**config.mk**
```make
export PLATFORM = sky130hd
export DESIGN_NAME = ldma_channel
export DESIGN_NICKNAME = d
export VERILOG_FILES = /design/src/rtl/ldma_pkg.sv /design/src/rtl/ldma_unit_geom.sv /design/src/rtl/ldma_lane_steer.sv /design/src/rtl/ldma_channel.sv
export SDC_FILE = /design/constraint.sdc
export NUM_CORES = 1
export LEC_CHECK = 0
export ABC_AREA = 1
export BUFFER_PORTS_ARGS = -buffer_cell sky130_fd_sc_hd__buf_2
export CELL_PAD_IN_SITES_DETAIL_PLACEMENT = 1
export CELL_PAD_IN_SITES_GLOBAL_PLACEMENT = 2
export CORE_MARGIN = 3
export CORE_UTILIZATION = 33
export CTS_BUF_LIST = sky130_fd_sc_hd__clkbuf_2 sky130_fd_sc_hd__clkbuf_4 sky130_fd_sc_hd__clkbuf_8
export CTS_CLUSTER_DIAMETER = 30
export DETAILED_ROUTE_END_ITERATION = 10
export HOLD_SLACK_MARGIN = 0.05
export PLACE_DENSITY = 0.93
export SLEW_MARGIN = 30
export SYNTH_ARGS = -nofsm -noshare
export SYNTH_HDL_FRONTEND = slang
export SYNTH_SLANG_ARGS = --single-unit
```
**constraint.sdc**
```tcl
create_clock -name clk -period 4 [get_ports clk]
set_clock_uncertainty 0.15 [all_clocks]
set_input_delay 0.6 -clock clk [delete_from_list [all_inputs] [get_ports clk]]
set_output_delay 0.6 -clock clk [all_outputs]
set_load 0.02 [all_outputs]
```
**src/rtl/ldma_pkg.sv**
```systemverilog
package ldma_pkg;

    // command word bit positions
    localparam int unsigned CMD_LINK = 0;
    localparam int unsigned CMD_TIE  = 1;
    localparam int unsigned CMD_TSZ  = 8;
    localparam int unsigned CMD_DINC = 22;
    localparam int unsigned CMD_SINC = 23;

    // status bit positions
    localparam int unsigned ST_EN   = 0;
    localparam int unsigned ST_HALT = 2;
    localparam int unsigned ST_TERM = 3;
    localparam int unsigned ST_AERR = 4;
    localparam int unsigned ST_DES8 = 30;

    localparam logic [31:0] REQ_AUTO = 32'h8;

    localparam int unsigned DESC_WORDS = 8;
    localparam int unsigned WORD_W     = 32;
    localparam int unsigned CNT_W      = 24;
    localparam int unsigned OFF_W      = WORD_W - CNT_W;

    typedef enum logic [2:0] {
        PH_IDLE,
        PH_FETCH,
        PH_CHECK,
        PH_WAIT,
        PH_READ,
        PH_WRITE,
        PH_UNIT,
        PH_NEXT
    } phase_e;

endpackage

```
**src/rtl/ldma_unit_geom.sv**
```systemverilog
module ldma_unit_geom #(
    parameter int unsigned AW     = 32,
    parameter int unsigned BEAT_W = 6
) (
    input  logic [2:0]        size_code,
    input  logic [AW-1:0]     src_addr,
    input  logic [AW-1:0]     dst_addr,
    input  logic              src_inc,
    input  logic              dst_inc,
    output logic [BEAT_W-1:0] beats,
    output logic [2:0]        lane_bytes,
    output logic [2:0]        src_step,
    output logic [2:0]        dst_step,
    output logic              misaligned,
    output logic              bad_code
);
    logic [7:0]    unit_bytes;
    logic [AW-1:0] mask;

    always_comb begin
        bad_code = 1'b0;
        unique case (size_code)
            3'd0:    unit_bytes = 8'd4;
            3'd1:    unit_bytes = 8'd1;
            3'd2:    unit_bytes = 8'd2;
            3'd3:    unit_bytes = 8'd16;
            3'd4:    unit_bytes = 8'd32;
            3'd5:    unit_bytes = 8'd64;
            3'd6:    unit_bytes = 8'd128;
            default: begin
                unit_bytes = 8'd0;
                bad_code   = 1'b1;
            end
        endcase
    end

    always_comb begin
        if (unit_bytes >= 8'd4) begin
            lane_bytes = 3'd4;
            beats      = BEAT_W'(unit_bytes >> 2);
        end else begin
            lane_bytes = unit_bytes[2:0];
            beats      = BEAT_W'(1);
        end
        src_step   = src_inc ? lane_bytes : 3'd0;
        dst_step   = dst_inc ? lane_bytes : 3'd0;
        mask       = AW'(unit_bytes - 8'd1);
        misaligned = !bad_code && ((|(src_addr & mask)) || (|(dst_addr & mask)));
    end

endmodule

```
**src/rtl/ldma_lane_steer.sv**
```systemverilog
module ldma_lane_steer #(
    parameter int unsigned DW = 32
) (
    input  logic [DW-1:0]           rdata,
    input  logic [$clog2(DW/8)-1:0] src_off,
    input  logic [$clog2(DW/8)-1:0] dst_off,
    input  logic [$clog2(DW/8):0]   lane_bytes,
    output logic [DW-1:0]           wdata,
    output logic [DW/8-1:0]         be
);
    localparam int unsigned NB = DW / 8;
    localparam int unsigned OW = $clog2(NB);

    logic [DW-1:0] low_aligned;

    always_comb begin
        low_aligned = rdata >> {src_off, 3'b000};
        wdata       = low_aligned << {dst_off, 3'b000};
    end

    for (genvar i = 0; i < NB; i++) begin : g_lane
        always_comb begin
            be[i] = ((OW+1)'(i) >= {1'b0, dst_off}) &&
                    ((OW+1)'(i) < ({1'b0, dst_off} + lane_bytes));
        end
    end

endmodule

```
**src/rtl/ldma_channel.sv**
```systemverilog
module ldma_channel
    import ldma_pkg::*;
#(
    parameter int unsigned AW     = 32,
    parameter int unsigned BEAT_W = 6
) (
    input  logic              clk,
    input  logic              rst_n,
    input  logic              start,
    input  logic [AW-1:0]     desc_base,
    input  logic              stop,
    output logic              df_req,
    output logic [AW-1:0]     df_addr,
    input  logic              df_ack,
    input  logic [WORD_W-1:0] df_rdata,
    output logic              dp_req,
    output logic              dp_we,
    output logic [AW-1:0]     dp_addr,
    output logic [WORD_W-1:0] dp_wdata,
    output logic [WORD_W/8-1:0] dp_be,
    input  logic              dp_ack,
    input  logic [WORD_W-1:0] dp_rdata,
    input  logic              periph_req,
    output logic              periph_ack,
    output logic [WORD_W-1:0] status,
    output logic [CNT_W-1:0]  remaining,
    output logic              irq
);
    localparam int unsigned IDX_W = $clog2(DESC_WORDS);

    typedef struct packed {
        phase_e              phase;
        logic [IDX_W-1:0]    widx;
        logic [AW-1:0]       base;
        logic [AW-1:0]       dptr;
        logic [AW-1:0]       src;
        logic [AW-1:0]       dst;
        logic                link;
        logic                tie;
        logic [2:0]          tsz;
        logic                sinc;
        logic                dinc;
        logic [WORD_W-1:0]   drt;
        logic [WORD_W-1:0]   rbuf;
        logic [CNT_W-1:0]    cnt;
        logic [OFF_W-1:0]    off;
        logic [BEAT_W-1:0]   beats_left;
        logic                en;
        logic                halt;
        logic                term;
        logic                aerr;
        logic                irq;
    } ctx_t;

    ctx_t q, d;

    logic [BEAT_W-1:0] g_beats;
    logic [2:0]        g_lane;
    logic [2:0]        g_sstep;
    logic [2:0]        g_dstep;
    logic              g_misaligned;
    logic              g_bad;

    ldma_unit_geom #(.AW(AW), .BEAT_W(BEAT_W)) u_geom (
        .size_code  (q.tsz),
        .src_addr   (q.src),
        .dst_addr   (q.dst),
        .src_inc    (q.sinc),
        .dst_inc    (q.dinc),
        .beats      (g_beats),
        .lane_bytes (g_lane),
        .src_step   (g_sstep),
        .dst_step   (g_dstep),
        .misaligned (g_misaligned),
        .bad_code   (g_bad)
    );

    ldma_lane_steer #(.DW(WORD_W)) u_steer (
        .rdata      (q.rbuf),
        .src_off    (q.src[1:0]),
        .dst_off    (q.dst[1:0]),
        .lane_bytes (g_lane),
        .wdata      (dp_wdata),
        .be         (dp_be)
    );

    always_comb begin
        d          = q;
        df_req     = 1'b0;
        df_addr    = q.dptr + AW'({q.widx, 2'b00});
        dp_req     = 1'b0;
        dp_we      = 1'b0;
        dp_addr    = {q.src[AW-1:2], 2'b00};
        periph_ack = 1'b0;

        unique case (q.phase)
            PH_IDLE: begin
                if (start) begin
                    d.base  = desc_base;
                    d.dptr  = desc_base;
                    d.widx  = '0;
                    d.en    = 1'b1;
                    d.halt  = 1'b0;
                    d.term  = 1'b0;
                    d.aerr  = 1'b0;
                    d.irq   = 1'b0;
                    d.phase = PH_FETCH;
                end
            end
            PH_FETCH: begin
                df_req = 1'b1;
                if (df_ack) begin
                    unique case (q.widx)
                        IDX_W'(0): begin
                            d.link = df_rdata[CMD_LINK];
                            d.tie  = df_rdata[CMD_TIE];
                            d.tsz  = df_rdata[CMD_TSZ +: 3];
                            d.sinc = df_rdata[CMD_SINC];
                            d.dinc = df_rdata[CMD_DINC];
                        end
                        IDX_W'(1): d.src = AW'(df_rdata);
                        IDX_W'(2): d.dst = AW'(df_rdata);
                        IDX_W'(3): begin
                            d.cnt = df_rdata[CNT_W-1:0];
                            d.off = df_rdata[WORD_W-1:CNT_W];
                        end
                        IDX_W'(5): d.drt = df_rdata;
                        default: ;
                    endcase
                    if (q.widx == IDX_W'(DESC_WORDS - 1)) begin
                        d.phase = PH_CHECK;
                    end else begin
                        d.widx = q.widx + 1'b1;
                    end
                end
            end
            PH_CHECK: begin
                if (g_bad) begin
                    d.halt  = 1'b1;
                    d.en    = 1'b0;
                    d.phase = PH_IDLE;
                end else if (g_misaligned) begin
                    d.aerr  = 1'b1;
                    d.en    = 1'b0;
                    d.phase = PH_IDLE;
                end else if (q.cnt == '0) begin
                    d.phase = PH_NEXT;
                end else begin
                    d.beats_left = g_beats;
                    d.phase      = PH_WAIT;
                end
            end
            PH_WAIT: begin
                if (q.drt == REQ_AUTO || periph_req) begin
                    d.phase = PH_READ;
                end
            end
            PH_READ: begin
                dp_req = 1'b1;
                if (dp_ack) begin
                    d.rbuf  = dp_rdata;
                    d.phase = PH_WRITE;
                end
            end
            PH_WRITE: begin
                dp_req  = 1'b1;
                dp_we   = 1'b1;
                dp_addr = {q.dst[AW-1:2], 2'b00};
                if (dp_ack) begin
                    d.src        = q.src + AW'(g_sstep);
                    d.dst        = q.dst + AW'(g_dstep);
                    d.beats_left = q.beats_left - 1'b1;
                    d.phase      = (q.beats_left == BEAT_W'(1)) ? PH_UNIT : PH_READ;
                end
            end
            PH_UNIT: begin
                periph_ack = (q.drt != REQ_AUTO);
                d.cnt      = q.cnt - 1'b1;
                if (q.cnt == CNT_W'(1)) begin
                    d.phase = PH_NEXT;
                end else begin
                    d.beats_left = g_beats;
                    d.phase      = PH_WAIT;
                end
            end
            PH_NEXT: begin
                if (q.link) begin
                    d.dptr  = q.base + AW'({q.off, 4'b0000});
                    d.widx  = '0;
                    d.phase = PH_FETCH;
                end else begin
                    d.term  = 1'b1;
                    d.en    = 1'b0;
                    d.irq   = q.tie;
                    d.phase = PH_IDLE;
                end
            end
            default: d.phase = PH_IDLE;
        endcase

        if (stop && q.phase != PH_IDLE) begin
            d.phase = PH_IDLE;
            d.en    = 1'b0;
        end
    end

    always_ff @(posedge clk or negedge rst_n) begin
        if (!rst_n) begin
            q <= '0;
        end else begin
            q <= d;
        end
    end

    always_comb begin
        status          = '0;
        status[ST_EN]   = q.en;
        status[ST_HALT] = q.halt;
        status[ST_TERM] = q.term;
        status[ST_AERR] = q.aerr;
        status[ST_DES8] = 1'b1;
    end

    assign remaining = q.cnt;
    assign irq       = q.irq;

    // descriptor reads and data beats are never requested together
    p_ports_exclusive_r2: assert property (@(posedge clk) disable iff (!rst_n)
        !(df_req && dp_req));

    // the interrupt only appears together with a finished, disabled chain
    p_irq_at_end_r6: assert property (@(posedge clk) disable iff (!rst_n)
        irq |-> (status[ST_TERM] && !status[ST_EN]));

    // no data beat follows a cycle of waiting without a peripheral request
    p_paced_hold_r7: assert property (@(posedge clk) disable iff (!rst_n)
        (q.phase == PH_WAIT && q.drt != REQ_AUTO && !periph_req) |=> !dp_req);

    // each completed unit lowers the visible count by exactly one
    p_count_step_r8: assert property (@(posedge clk) disable iff (!rst_n)
        (periph_ack && !stop) |=> (remaining == $past(remaining) - 1'b1));

    // an address error never coexists with a data beat
    p_aerr_quiet_r9: assert property (@(posedge clk) disable iff (!rst_n)
        status[ST_AERR] |-> !dp_req);

    // a start while enabled leaves the chain base untouched
    p_start_ignored_r11: assert property (@(posedge clk) disable iff (!rst_n)
        (status[ST_EN] && start && !stop) |=> $stable(q.base));

endmodule

```
==> results.md <==
- The worst hold path terminates at q[215].
- The top cell types in the final layout, fill and taps aside, are sky130_fd_sc_hd__nand2_1 (613), sky130_fd_sc_hd__inv_1 (256), sky130_fd_sc_hd__nor2_1 (247).
- After filler insertion, the fill cell instance count of the layout stands at 6390.
- The cell count of the worst reg-to-reg path is 20.
- After legalization and detailed placement, the total HPWL measured 51.32 mm.
- The global-route wire length before repair is 107.6 mm.
- The most numerous cell type found on the critical path is sky130_fd_sc_hd__inv_1.
- The routability-driven placement congestion ratio is 0.9192.
- TritonCTS built the clock tree.
- The post-layout minimum cycle time is 3799 ps.
- The vertical extent of the die is between 200 and 250 microns.
- After clock tree synthesis, the clock-pin slew on the worst setup and hold paths is about 50 ps.
- The endpoint of the lowest-slack register-to-register path is q[140].
- The critical path goes through ha_1, inv_1, fa_2, inv_1, nand2_1, a21oi_4, nand3_4, nor3b_4, nand3b_1, nor2_2, xor2_1, buf_4.
- Broken down by cell family, the worst path's largest delay share belongs to simple AND/OR/NAND/NOR gates.
- The die footprint is 54440 sq um.
- After floorplanning, the core was sized to cover just over 50000 sq um.
- Of the total synthesized cell area, the portion taken by AND, OR, NAND and NOR gates is 0.2845.
- The share of total power dissipated in combinational logic is 0.451.
- The multiplexer share of the synthesized area is 0.02575.
- Setup repair after global routing could not meet its margin everywhere.
- The number of nets with antenna violations after routing is 0.
- The number of antenna violations at the first check in global routing is 1.
- The slack of the worst reg-to-reg path is 420 ps.
- The initial cell density of the core is 0.3371.
- The worst stage delay on the critical path is ~360 ps.
- The number of nets at the end of the flow is 2839.
- The clock tree root buffer cell is sky130_fd_sc_hd__clkbuf_8.
- Static timing analysis puts the maximum clock frequency at 0.2632 GHz.
- The count of distinct cell types in the synthesized netlist is 57.
- Of the total synthesized cell area, the portion taken by full adders, half adders and majority gates is 0.02862.
- The initial DRC count is 1130.
- In this run the critical register-to-register path is launched from q[111].
- The complex-gate fraction of the synthesized area is 0.1495.
- After synthesis, the largest family of logic cells by area is simple AND/OR/NAND/NOR gates.
- In this run the tightest slew margin relative to its limit is 0.3726.
- During synthesis, Yosys emitted a total of 0 warnings.
- The placement row count is 82.
- For this run, the number of standard cells in the final layout without fillers is about 3400.
- The maximum fanout along the worst path is 3.
- The number of global-route vias before repair is 19040.
- Relative to the synthesized area, the layout overhead comes to 24.21%.
- The run finished with clean final reports.
- The share of flip-flops with an asynchronous set or reset is 1.000.
- Summed over all cells, the static leakage comes to about 10 nW.
- The average instance in the mapped netlist occupies 7.047 sq um.
- The type of origin of the critical path is a register.
- In this run the deepest clock path goes through 3 buffers.
- The top-level I/O count is 264.
- Wires add up to 69.73 mm.
- Together, buffers and inverters on the worst path number 3.
- The register cell area after layout is 6210 sq um.
- The count of H-tree levels built during CTS is 3.
- The analysis attributes to net switching a power of 0.008127 W.
- The maximum resistive drop on vdd is about 370 uV.
- The dominant register cell in the synthesized netlist is sky130_fd_sc_hd__dfrtp_1.
- Total power for the finished layout comes to around 0.017 W.
- The count of input and output buffers is about 230.
- The TritonCTS sink count is between 200 and 250.
- Dividing the detail-routed via count by the number of cells gives 5.264.
- The width of the die is 233.3 microns.
- After detailed routing, the number of remaining DRC violations is 0.
- The worst hold path class is in -> reg.
- Across the run, the number of max-cap violations was 0.
- Counting flops with a built-in enable in the synthesized netlist gives 0.
- After synthesis the cells add up to 17050 sq um.
- The element type at the critical path end is an output pin.
- The hold path startpoint is desc_base[5].
- The power per standard cell area is about 800 nW/um^2.
- Of the total power, the share spent switching nets is 0.4751.
- The synthesized instance count is 2420.
- The data required time at the worst endpoint is 3250 ps.
- The critical-path cell with the highest stage delay is sky130_fd_sc_hd__dfrtp_1.
- Counting tap cells, the placed design contains a total of 3217 instances.
- The global route total overflow is 0.
- The fraction of synthesized cell area in xor and xnor cells is 0.03595.
- The internal portion of total power is 0.008980 W.
- The share of total power dissipated in the clock network is 0.261.
- The final count of pins violating max slew was 0.
- The sequential fraction of design power is 0.287.
- The largest net degree at the start of global routing is 110.
- The detailed router placed around 18000 vias in this run.
- The cell count of the worst hold path is 3.
- The mean routed wirelength per cell is 20.28 microns.
- The fraction of layout cells with a size suffix above 1 is 0.1837.
- The post-synthesis register bit count is 248.
- The number of hold violations in the final report was 0.
- The portion of the post-synthesis area used by sequential elements is 0.3639.
- The total routing usage reported by global routing is 0.2531.
- Leaving out fill and tap cells, the most frequent cell in the layout is sky130_fd_sc_hd__nand2_1.
- The portion of the clock cycle consumed by the worst path in the final layout is 0.9498.
- Setup violations remaining at the end of the flow were counted as 0.
- The measured slew at the worst slew-check pin is 940.0 ps.
- The first TritonRoute pass finished after 5 iterations.
- Summing all multi-input logic gate instances after layout gives 9155 sq um.
- The worst setup path is of the reg -> out kind.
- The data arrival time at the worst-slack endpoint is 3050 ps.
- The source-to-sink clock delay at the later pin of the worst-skew pair is about 660 ps.
- Counting the buffers created by CTS gives 79.
[cell usage after synthesis, drive strengths merged, types with 2 or more instances]
library cell / instances / area share
inv: 269 / 0.059
and3: 3 / 0.0011
a22oi: 34 / 0.015
o21bai: 4 / 0.0018
nand3: 128 / 0.039
a21oi: 149 / 0.045
o211ai: 12 / 0.0053
o2111ai: 2 / 0.0010
nor3: 55 / 0.017
a21boi: 3 / 0.0013
clkbuf: 44 / 0.0098
nor3b: 2 / 0.0012
nand3b: 7 / 0.0031
ha: 31 / 0.023
o21a: 2 / 0.00088
a31oi: 22 / 0.0081
nor2: 265 / 0.061
o21ai: 200 / 0.059
o22ai: 7 / 0.0026
a211oi: 2 / 0.00088
xnor2: 13 / 0.0067
o31ai: 3 / 0.0013
nor4: 12 / 0.0044
a21o: 2 / 0.00088
conb: 2 / 0.00044
dfrtp: 248 / 0.36
or2: 2 / 0.00073
o221ai: 7 / 0.0036
mux2: 39 / 0.026
nand4: 50 / 0.018
o32ai: 3 / 0.0015
fa: 5 / 0.0059
nand2: 620 / 0.14
xor2: 57 / 0.029
buf: 110 / 0.042
[worst max-delay path by stage]
stage / to / depth (start not counted) / start / slack (ps)
global route: dp_be[2] / 14 / q[111] / -20
floorplan: dp_be[0] / 12 / q[109] / 510
global placement: dp_be[2] / 13 / q[111] / 580
detailed placement: q[140] / 20 / q[110] / 410
CTS: dp_be[2] / 14 / q[111] / 0.4
finish: df_addr[26] / 12 / q[242] / 200
[cell families after synthesis]
logic type / after synthesis
flops: 248
simple gates: 1145
compound gates: 456
buf+inv: 424
fa+ha+maj: 36
mux: 39
xor+xnor: 70
other cells: 2
[registers in the layout, indices dropped and copies added (netlist names)]
name	cells
irq	1
q	219
remaining	24
status	4
[final cells by class]
cell class | count | share of cell area
timing repair buffer | 325 | 0.09747
clock inverter | 34 | 0.01997
inverter | 270 | 0.04809
antenna | 1 | 0.0001181
clock buffer | 112 | 0.06923
multi-input combinational | 1776 | 0.4322
tap | 672 | 0.03970
sequential | 248 | 0.2932
[timing repair]
action,in CTS,in global routing
hold buffers,62,0
cloned,0,0
gates resized for setup,11,12
setup buffers,5,7
endpoints found under the hold margin,128,0
setup endpoints to repair,9,14
pin swaps,3,6
[worst reg2reg max path: cells and delay by family (launching register included)]
kind                       cells  cell delay (ps)
adders and majority gates      3              710
DFF                            1              460
buffers and inverters          2              250
xor gates and xnor gates       1              160
and+or+nand+nor               14             1780
[power groups by stage]
stage	clock, W	sequential (W)	combinational, W
after floorplan	0	0.00433	0.00538
after global placement	0	0.00485	0.00730
after detailed placement	0	0.00491	0.00751
after CTS	0.00457	0.00488	0.00767
after global routing	0.00470	0.00505	0.00859
final	0.00447	0.00491	0.00772
[routing by layer]
layer | track usage | vias to the layer above | part of all wire
met5 | 0 | - | 0.00017
met4 | 0.1097 | 2 | 0.042
met3 | 0.04488 | 169 | 0.044
met2 | 0.4350 | 494 | 0.49
met1 | 0.3106 | 8980 | 0.42
li1 | - | 8453 | -
[metrics by stage]
step | setup TNS, ps | cell area (sq um) | utilization | worst slack, ps | hold WS (ps)
2_1_floorplan | 0 | 17160 | - | 506.1 | 154.4
4_1_cts | 0 | 21080 | 0.4167 | 0.3506 | 53.65
3_3_place_gp | 0 | 18480 | 0.3654 | 579.4 | 307.9
6_report | 0 | 21180 | 0.4187 | 200.6 | 98.81
3_5_place_dp | 0 | 18480 | 0.3654 | 412.2 | 315.1
5_1_grt | -21.23 | 21180 | 0.4187 | -18.00 | 68.27
Power figures use the tool's default switching activity.
